File: config.mk
export PLATFORM = sky130hd
export DESIGN_NAME = qe_est
export DESIGN_NICKNAME = d
export VERILOG_FILES = /design/src/rtl/qe_pkg.sv /design/src/rtl/qe_digit_div.sv /design/src/rtl/qe_mul.sv /design/src/rtl/qe_est.sv
export SDC_FILE = /design/constraint.sdc
export NUM_CORES = 2
export LEC_CHECK = 0
export BUFFER_PORTS_ARGS = -buffer_cell sky130_fd_sc_hd__buf_2
export CELL_PAD_IN_SITES_DETAIL_PLACEMENT = 1
export CELL_PAD_IN_SITES_GLOBAL_PLACEMENT = 2
export CORE_MARGIN = 10
export CORE_UTILIZATION = 41
export DETAILED_ROUTE_END_ITERATION = 16
export PLACE_DENSITY = 0.95
export RECOVER_POWER = 25
export SETUP_SLACK_MARGIN = 0.1
export SLEW_MARGIN = 20
export SYNTH_ARGS = -nofsm -noshare
export SYNTH_HDL_FRONTEND = slang
export SYNTH_SLANG_ARGS = --single-unit
File: constraint.sdc
create_clock -name clk -period 60.3 [get_ports clk]
set_input_delay 6.03 -clock clk [delete_from_list [all_inputs] [get_ports clk]]
set_output_delay 6.03 -clock clk [all_outputs]
set_load 0.03 [all_outputs]
File: src/rtl/qe_pkg.sv
package qe_pkg;
  typedef enum logic [2:0] {
    ST_IDLE,
    ST_DIVH,
    ST_MUL,
    ST_FIX,
    ST_DIVL
  } qe_state_t;
endpackage

File: src/rtl/qe_digit_div.sv
// Iterative 2H/H restoring division producing one H-bit digit,
// saturating to all ones when the digit would not fit.
module qe_digit_div #(
  parameter int HW = 32
) (
  input  logic            clk,
  input  logic            rst_n,
  input  logic            go,
  input  logic [2*HW-1:0] num,
  input  logic [HW-1:0]   den,
  output logic            rdy,
  output logic [HW-1:0]   quo
);
  localparam int CW = $clog2(HW + 1);

  logic          act_q, act_n;
  logic          rdy_q, rdy_n;
  logic [CW-1:0] cnt_q, cnt_n;
  logic [HW-1:0] part_q, part_n;
  logic [HW-1:0] low_q, low_n;
  logic [HW-1:0] den_q, den_n;
  logic [HW-1:0] quo_q, quo_n;
  logic [HW:0]   trial;
  logic          fits;
  logic          sat;

  always_comb begin
    trial = {part_q, low_q[HW-1]};
    fits  = trial >= {1'b0, den_q};
    sat   = {den, {HW{1'b0}}} <= num;
  end

  always_comb begin
    act_n  = act_q;
    rdy_n  = 1'b0;
    cnt_n  = cnt_q;
    part_n = part_q;
    low_n  = low_q;
    den_n  = den_q;
    quo_n  = quo_q;
    if (go) begin
      if (sat) begin
        quo_n = '1;
        rdy_n = 1'b1;
        act_n = 1'b0;
      end else begin
        act_n  = 1'b1;
        part_n = num[2*HW-1:HW];
        low_n  = num[HW-1:0];
        den_n  = den;
        cnt_n  = CW'(HW);
        quo_n  = '0;
      end
    end else if (act_q) begin
      part_n = fits ? (trial[HW-1:0] - den_q) : trial[HW-1:0];
      low_n  = {low_q[HW-2:0], 1'b0};
      quo_n  = {quo_q[HW-2:0], fits};
      cnt_n  = cnt_q - CW'(1);
      if (cnt_q == CW'(1)) begin
        act_n = 1'b0;
        rdy_n = 1'b1;
      end
    end
  end

  always_ff @(posedge clk or negedge rst_n) begin
    if (!rst_n) begin
      act_q  <= 1'b0;
      rdy_q  <= 1'b0;
      cnt_q  <= '0;
      part_q <= '0;
      low_q  <= '0;
      den_q  <= '0;
      quo_q  <= '0;
    end else begin
      act_q  <= act_n;
      rdy_q  <= rdy_n;
      cnt_q  <= cnt_n;
      part_q <= part_n;
      low_q  <= low_n;
      den_q  <= den_n;
      quo_q  <= quo_n;
    end
  end

  assign rdy = rdy_q;
  assign quo = quo_q;


  digit_sat_chk: assert property (@(posedge clk) disable iff (!rst_n)
    (go && ({den, {HW{1'b0}}} <= num)) |=> (rdy && (&quo)));


  part_below_den_chk: assert property (@(posedge clk) disable iff (!rst_n)
    act_q |-> (part_q < den_q));


  div_rdy_pulse_chk: assert property (@(posedge clk) disable iff (!rst_n)
    rdy |=> !rdy);
endmodule

File: src/rtl/qe_mul.sv
// Iterative shift-and-add multiply of an AW-bit operand by a BW-bit digit.
module qe_mul #(
  parameter int AW = 64,
  parameter int BW = 32
) (
  input  logic             clk,
  input  logic             rst_n,
  input  logic             go,
  input  logic [AW-1:0]    a,
  input  logic [BW-1:0]    m,
  output logic             rdy,
  output logic [AW+BW-1:0] prod
);
  localparam int PW = AW + BW;
  localparam int CW = $clog2(BW + 1);

  logic          act_q, act_n;
  logic          rdy_q, rdy_n;
  logic [CW-1:0] cnt_q, cnt_n;
  logic [PW-1:0] acc_q, acc_n;
  logic [PW-1:0] mc_q, mc_n;
  logic [BW-1:0] mp_q, mp_n;

  always_comb begin
    act_n = act_q;
    rdy_n = 1'b0;
    cnt_n = cnt_q;
    acc_n = acc_q;
    mc_n  = mc_q;
    mp_n  = mp_q;
    if (go) begin
      act_n = 1'b1;
      cnt_n = CW'(BW);
      acc_n = '0;
      mc_n  = {{BW{1'b0}}, a};
      mp_n  = m;
    end else if (act_q) begin
      if (mp_q[0]) acc_n = acc_q + mc_q;
      mc_n  = {mc_q[PW-2:0], 1'b0};
      mp_n  = {1'b0, mp_q[BW-1:1]};
      cnt_n = cnt_q - CW'(1);
      if (cnt_q == CW'(1)) begin
        act_n = 1'b0;
        rdy_n = 1'b1;
      end
    end
  end

  always_ff @(posedge clk or negedge rst_n) begin
    if (!rst_n) begin
      act_q <= 1'b0;
      rdy_q <= 1'b0;
      cnt_q <= '0;
      acc_q <= '0;
      mc_q  <= '0;
      mp_q  <= '0;
    end else begin
      act_q <= act_n;
      rdy_q <= rdy_n;
      cnt_q <= cnt_n;
      acc_q <= acc_n;
      mc_q  <= mc_n;
      mp_q  <= mp_n;
    end
  end

  assign rdy  = rdy_q;
  assign prod = acc_q;


  mul_done_idle_chk: assert property (@(posedge clk) disable iff (!rst_n)
    rdy |-> !act_q);
endmodule

File: src/rtl/qe_est.sv
module qe_est #(
  parameter int W = 64
) (
  input  logic         clk,
  input  logic         rst_n,
  input  logic         start,
  input  logic [W-1:0] a_hi,
  input  logic [W-1:0] a_lo,
  input  logic [W-1:0] b,
  output logic         busy,
  output logic         done,
  output logic [W-1:0] q
);
  import qe_pkg::*;

  localparam int H  = W / 2;
  localparam int DW = 2 * W;

  logic [1:0]   rst_sync;
  logic         rst_ns;

  qe_state_t    state_q, state_n;
  logic [W-1:0] ahi_q, ahi_n;
  logic [W-1:0] alo_q, alo_n;
  logic [W-1:0] b_q, b_n;
  logic [H-1:0] zhi_q, zhi_n;
  logic [DW-1:0] rem_q, rem_n;
  logic [W-1:0] q_q, q_n;
  logic         done_q, done_n;

  logic         idle;
  logic         sat_in;
  logic         div_go, div_rdy;
  logic [W-1:0] div_num;
  logic [H-1:0] div_den, div_quo;
  logic         mul_go, mul_rdy;
  logic [W+H-1:0] mul_prod;
  logic [DW-1:0] b_up;

  always_ff @(posedge clk or negedge rst_n) begin
    if (!rst_n) rst_sync <= 2'b00;
    else        rst_sync <= {rst_sync[0], 1'b1};
  end
  assign rst_ns = rst_sync[1];

  always_comb begin
    idle    = (state_q == ST_IDLE);
    sat_in  = (b <= a_hi);
    div_go  = (idle && start && !sat_in) ||
              ((state_q == ST_FIX) && !rem_q[DW-1]);
    div_num = idle ? a_hi : rem_q[W+H-1:H];
    div_den = idle ? b[W-1:H] : b_q[W-1:H];
    mul_go  = (state_q == ST_DIVH) && div_rdy;
    b_up    = {{H{1'b0}}, b_q, {H{1'b0}}};
  end

  qe_digit_div #(.HW(H)) u_div (
    .clk  (clk),
    .rst_n(rst_ns),
    .go   (div_go),
    .num  (div_num),
    .den  (div_den),
    .rdy  (div_rdy),
    .quo  (div_quo)
  );

  qe_mul #(.AW(W), .BW(H)) u_mul (
    .clk  (clk),
    .rst_n(rst_ns),
    .go   (mul_go),
    .a    (b_q),
    .m    (div_quo),
    .rdy  (mul_rdy),
    .prod (mul_prod)
  );

  always_comb begin
    state_n = state_q;
    ahi_n   = ahi_q;
    alo_n   = alo_q;
    b_n     = b_q;
    zhi_n   = zhi_q;
    rem_n   = rem_q;
    q_n     = q_q;
    done_n  = 1'b0;
    case (state_q)
      ST_IDLE: begin
        if (start) begin
          ahi_n = a_hi;
          alo_n = a_lo;
          b_n   = b;
          if (sat_in) begin
            q_n    = '1;
            done_n = 1'b1;
          end else begin
            state_n = ST_DIVH;
          end
        end
      end
      ST_DIVH: begin
        if (div_rdy) begin
          zhi_n   = div_quo;
          state_n = ST_MUL;
        end
      end
      ST_MUL: begin
        if (mul_rdy) begin
          rem_n   = {ahi_q, alo_q} - {mul_prod, {H{1'b0}}};
          state_n = ST_FIX;
        end
      end
      ST_FIX: begin
        if (rem_q[DW-1]) begin
          rem_n = rem_q + b_up;
          zhi_n = zhi_q - H'(1);
        end else begin
          state_n = ST_DIVL;
        end
      end
      ST_DIVL: begin
        if (div_rdy) begin
          q_n     = {zhi_q, div_quo};
          done_n  = 1'b1;
          state_n = ST_IDLE;
        end
      end
      default: state_n = ST_IDLE;
    endcase
  end

  always_ff @(posedge clk or negedge rst_ns) begin
    if (!rst_ns) begin
      state_q <= ST_IDLE;
      ahi_q   <= '0;
      alo_q   <= '0;
      b_q     <= '0;
      zhi_q   <= '0;
      rem_q   <= '0;
      q_q     <= '0;
      done_q  <= 1'b0;
    end else begin
      state_q <= state_n;
      ahi_q   <= ahi_n;
      alo_q   <= alo_n;
      b_q     <= b_n;
      zhi_q   <= zhi_n;
      rem_q   <= rem_n;
      q_q     <= q_n;
      done_q  <= done_n;
    end
  end

  assign busy = !idle;
  assign done = done_q;
  assign q    = q_q;


  early_sat_chk: assert property (@(posedge clk) disable iff (!rst_ns)
    (idle && start && (b <= a_hi)) |=> (done && (&q) && !busy));


  done_pulse_chk: assert property (@(posedge clk) disable iff (!rst_ns)
    done |=> !done);


  done_not_busy_chk: assert property (@(posedge clk) disable iff (!rst_ns)
    done |-> !busy);


  operands_frozen_chk: assert property (@(posedge clk) disable iff (!rst_ns)
    busy |=> ($stable(ahi_q) && $stable(alo_q) && $stable(b_q)));


  low_digit_nonneg_chk: assert property (@(posedge clk) disable iff (!rst_ns)
    (state_q == ST_DIVL) |-> !rem_q[DW-1]);
endmodule

# Word level (Yosys, flattened, before mapping)
# Index checks and enable logic that the tools add are counted.
# word_totals
register_bits,790
inputBits,195
out_inout_bits,66
elab_cells,132
# classes
addsub,7
order_cmp,3
eq_ne,15
n_mux,59
bitwise,1
n_reduce_logical,24
# op_table
cell,count
2-to-1 mux 32 bit,15
2-to-1 mux 96 bit,5
2-to-1 mux 128 bit,2
2-to-1 mux 64 bit,4
one-hot mux 128 bit (2 select lines),1
adder 128 x 96 -> 128 bit,1
<= comparator 64 bit,2
one-hot mux 64 bit (2 select lines),1
subtractor 128 bit,1
adder 96 bit,1
one-hot mux 32 bit (2 select lines),1
>= comparator 33 x 32 -> 1 bit,1
subtractor 32 x 1 -> 32 bit (second input constant),1
subtractor 32 bit,1
2-to-1 mux 6 bit,5
2-to-1 mux 3 bit,6
2-to-1 mux 1 bit,17
one-hot mux 3 bit (5 select lines),1
== test 6 x 1 -> 1 bit (second input constant),2
nonzero test 2 bit,6
subtractor 6 x 1 -> 6 bit (second input constant),2
inequality test 2 bit (second input constant),5
AND reduction 2 bit,5
inequality test 2 x 1 -> 1 bit (second input constant),4
other kinds (12),19

# Depth between registers and ports, before layout
# logic_depth
word_depth,6
mapped_depth,24
depth_no_buf,17

# Hierarchy
# A second synthesis with hierarchy kept.
# hier_totals
cells_unflattened,6363
hier_area_um2,52301.4
# modules_own_cells
module,instances,cells_each,area_each_um2,seq_area_each_um2
qe_est,1,3404,27356.2,8958.6
qe_mul,1,1894,15810.2,5805.6
qe_digit_div,1,1065,9135.0,3403.3

# Least setup slack after synthesis
# OpenSTA, ideal clock, no wires.
# synth_path
kind,input -> register
start,input a_hi[61]
end,register u_div.low_q[29]
setup_time_ns,0.136
t_arrival_ns,9.028
t_required_ns,60.164
setup_slack_ns,51.136
cell_stages,14
n_path_buf,3
cell_sequence,inv_1 ha_1 nand4_1 nor4_1 nand4_1 or4_1 o31ai_1 o22a_1 clkbuf_1 nor2_1 nor2_1 buf_2 buf_1 o21ai_0
# synth_via
elab_chain_cells,6
word_cells_on_any_way,10
classes_between,order compare: 2; eq/ne: 1; mux: 2; reduce/logical: 5
# synth_lines
item,line_no,text
"start, declared",qe_est.sv:7,"input logic [W-1:0] a_hi,"
<= comparator 64 bit,qe_est.sv:48,sat_in = (b <= a_hi);
zero test 1 bit,qe_est.sv:49,div_go = (idle && start && !sat_in) ||
logical AND 1 bit,qe_est.sv:49,
logical OR 1 bit,qe_est.sv:49,
inequality test 2 bit (no source line) or nonzero test 2 bit (tied branches),--,
AND reduction 2 bit (no source line),--,
"end signal, assigned",qe_digit_div.sv:80,low_q <= low_n;
"end, declared",qe_digit_div.sv:20,"logic [HW-1:0] low_q, low_n;"
# Parallel ways exist; a longest one is shown, timed or not.
# A chain may end at the register's enable or synchronous reset.

# Worst setup path in the final report
# layout_path
start,input a_hi[46]
end,register u_div.den_q[0]
# layout_via
elab_chain_cells,5
word_cells_on_any_way,8
classes_between,order compare: 2; mux: 1; bitwise: 1; reduce/logical: 4
# layout_lines
item,line_no,text
<= comparator 64 bit,qe_est.sv:48,
zero test 1 bit,qe_est.sv:49,
logical AND 1 bit,qe_est.sv:49,
logical OR 1 bit,qe_est.sv:49,
AND reduction 2 bit (no source line) *,--,
"end signal, assigned",qe_digit_div.sv:81,den_q <= den_n;
"end, declared",qe_digit_div.sv:21,"logic [HW-1:0] den_q, den_n;"
# Mark *: on every way between the ends. The rest lies on a longest branch, timed or not.

==> metrics.md <==
| Metric | Value |
|---|---|
| Top cell by count, worst path | buf_4 |
| Setup Skew | roughly 0.066 ns |
| Top cell type's share of synthesized area | 35.48% |
| Total power draw | 3.772 mW |
| Max-capacitance violation count | 13 |
| Worst-path fanout max | 67 |
| Switching Fraction | 50.54% |
| Reg2reg setup slack | 52.85 ns |
| Synth cell count leaders | nand2_1 (1119), dfrtp_1 (726), a21oi_1 (657), o21ai_0 (550), ha_1 (387) |
| Min-Delay Endpoint | rst_sync[1]$_DFF_PN0_ |
| Die W | 373.4 um |
| Pleak | 26.83 nW |
| Hold Fails Final Rpt | 0 |
| Worst Path Class, Setup | in -> reg |
| Worst path required time | 60.90 ns |
| Final critical-path required period | roughly 11 ns |
| Largest stage delay, worst path | between 0.7 and 0.8 ns |
| Crit-path slowest cell | nor2_4 |
| EDFF count, synth | 0 |
| Critical path, cell by cell | buf_2 -> inv_1 -> ha_1 -> nand4_1 -> nor4_1 -> buf_4 -> nand4_1 -> o2111ai_1 -> o31ai_1 -> buf_4 -> o22a_4 -> nor2_4 -> buf_4 -> mux2_2 |
| Clk slew on worst S/H paths | about 0.06 ns |
| Endpoints failing setup | 0 |
| Post-CTS setup repair buffer count | 0 |
| Syn Inst Count | 6261 |
| Primary FF master, synth | dfrtp_1 |
| Register area share after synthesis | 35.48% |
| CTS Buf Count | 87 |
| Status | finished with violations |
| Routed WL per cell | around 25 um |
| Top-count cell post-synth | nand2_1 |
| Post-layout util | 45.87% |
| Pwr Density | 66.42 nW/um2 |
| I/O Buffers | 228 |
| Synth cell types | 81 |
| RR Startpoint | rst_sync[1]$_DFF_PN0_ |
| Worst skew pair latency | between 0.7 and 0.8 ns |
| Share of layout cells above drive strength 1 | 7.683% |
| Final Max Tran Viols | between 600 and 700 |
| Drc violations | 0 |
| Ys async rst share | 100.0% |
| Worst-Margin Slew | 3.895 ns |
| Cell family with most CP delay | simple AND/OR/NAND/NOR gates |
| Synth-to-layout area growth | 10.91% |
| Avg Synthesized Cell Area | 8.178 um2 |
| Reg2Reg Depth | 3 |
| TritonCTS clock tree | built |
| Hold buffer count at cts | 0 |
| Core area | 123800 um2 |
| Syn_nets | between 6000 and 7000 |
| Placed Area | 53610 um2 |
| H-Tree Depth | 3 |
| Synth area leaders | dfrtp_1 (35%), ha_1 (9.5%), nand2_1 (8.2%), a21oi_1 (6.4%), o21ai_0 (5.4%) |
| Number of global-route vias before repair | 49871 |
| Failing checks | max-capacitance violations, max-slew violations |
| Combinational share of power | 59.9% |
| Drt total wl | 201500 um |
| Fmax | approximately 95 MHz |
| Antenna violations before repair | 15 |
| Vias | 48396 |
| Clock Path Buffers | 3 |
| Filler cells | 14742 |
| Row cnt | 129 |
| RSZ-0062 raised after global routing | false |
| Layout Nets | 6866 |
| Vias per Instance | between 6 and 7 |
| Largest net degree at the start of global routing | approximately 200 |
| Post-DRT Antenna Nets | 0 |
| Clock Sinks | 726 |
| Max-slew headroom | -159.6% |
| Total Die Area | 139400 um2 |
| Seq pwr share | between 20% and 30% |
| Tightest Hold Check Type | reg -> reg |
| CTS root buf | clkbuf_16 |
| Type of element launching the critical path | input pin |
| Arrival @ worst endpoint | ~11 ns |
| Final worst-path cycle share | about 18% |
| GPL Wtd Cong | between 0.9 and 1 |
| Post-Syn Area | between 50000 and 60000 um2 |
| Die height | 373.4 um |
| Clock share of power | 15.8% |
| Final Instance Area | 56790 um2 |
| Flops & latches, synth | 726 |
| Hold depth | 0 |
| Peak supply drop | roughly 0.000047 V |
| DP Wirelength | 154700 um |
| Yosys warnings | 0 |
| Starting density of the core | 41.36% |
| First-pass GRT wire length | 307000 um |
| Worst hold start | rst_sync[0]$_DFF_PN0_ |
| GRT overflow | 0 |
| Pint | roughly 1.9 mW |
| Detailed Route Iter0 Violations | 3481 |
| CP bufs+invs | 5 |
| # IOs | 261 |
| Post_cts resized | 0 |
| Final setup TNS | 0 ns |
| TritonRoute pass-1 iters | 5 |
| Total Routing Usage GR | 27.83% |
| Hold_ws | ~0.37 ns |
| Biggest area consumer among synthesized cells | dfrtp_1 |
| CP endpoint kind | register |
| P_sw | roughly 1.9 mW |
| Crit path launch | a_hi[46] |
| RR Endpoint | u_mul.mc_q[81]$_DFFE_PN0P_ |
-- registers in the layout, indices dropped and copies added, names as in the netlist, 64 cells and up --
register,flops
ahi_q,64
b_q,64
q,64
rem_q,96
u_mul.mc_q,96
u_mul.prod,96
-- through the flow --
stage / std cells / worst slack, ns
floorplan: 6261 / 38.57
global placement: 7827 / 49.18
detailed placement: 7827 / 49.17
CTS: 7988 / 49.93
global route: 7995 / 49.58
finish: 8000 / 49.72
-- worst max path at each step --
stage	end	slack, ns	cells after the start
after floorplan	ahi_q[0]$_DFFE_PN0P_	38.57	0
after global placement	u_div.den_q[0]$_DFFE_PN0P_	49.18	14
after detailed placement	u_div.den_q[0]$_DFFE_PN0P_	49.17	14
after CTS	u_div.den_q[0]$_DFFE_PN0P_	49.93	14
after global routing	u_div.den_q[0]$_DFFE_PN0P_	49.58	14
final	u_div.den_q[0]$_DFFE_PN0P_	49.72	14
-- logic make-up after synthesis --
family / share of synthesized area, %
and+or+nand+nor: 17.43
DFF: 35.48
adders and majority gates: 9.613
muxes: 4.665
other: 0.007324
AOI/OAI and AO/OA: 23.52
buffers and inverters: 4.807
xor gates and xnor gates: 4.482
-- power groups by stage --
stage | Sequential (mW) | Clock, mW | Combinational, mW
6_report | 0.918 | 0.595 | 2.26
5_1_grt | 0.934 | 0.624 | 2.49
4_1_cts | 0.914 | 0.604 | 2.24
3_5_place_dp | 0.921 | 0 | 2.21
3_3_place_gp | 0.911 | 0 | 2.15
2_1_floorplan | 0.810 | 0 | 1.63
-- cell usage in the layout (no fill, tap or decap), types with 30 or more instances in the layout --
cell type  instances
clkbuf_16         87
a21o_1           205
a22oi_1           31
nor4_1            38
nor3_1            90
a211oi_1          50
nand3_1           99
dfrtp_1          725
nand2_1         1114
inv_1            301
o21a_1            42
xor2_1            96
a21oi_1          656
nand4_1          131
o21ai_0          550
or3_1             34
mux2i_1          233
xnor2_1          166
a31oi_1           41
buf_2            228
ha_1             387
o22a_1            67
o21bai_1          71
o211ai_1          30
and3_1            35
buf_4             42
nor2_1           317
-- cell type report --
cell class / instances / area, um2 / area share (%)
clock inverters: 39 / 694.4 / 1.223
flip-flops and latches: 726 / 18170 / 31.99
clock buffers: 122 / 2509 / 4.417
repair buffers: 282 / 1518 / 2.672
well taps: 1637 / 2048 / 3.607
diodes: 11 / 27.53 / 0.04847
multi-input cells: 4881 / 30690 / 54.04
inverters: 302 / 1136 / 2.000
-- routing by layer --
layer  GRT usage (%)  share of wire [%]
met1           34.57                 42
met2           47.67                 48
met3           3.636                4.9
met4           12.95                5.1
met5               0              0.023
Note: power is estimated with default switching activity, not from simulation.
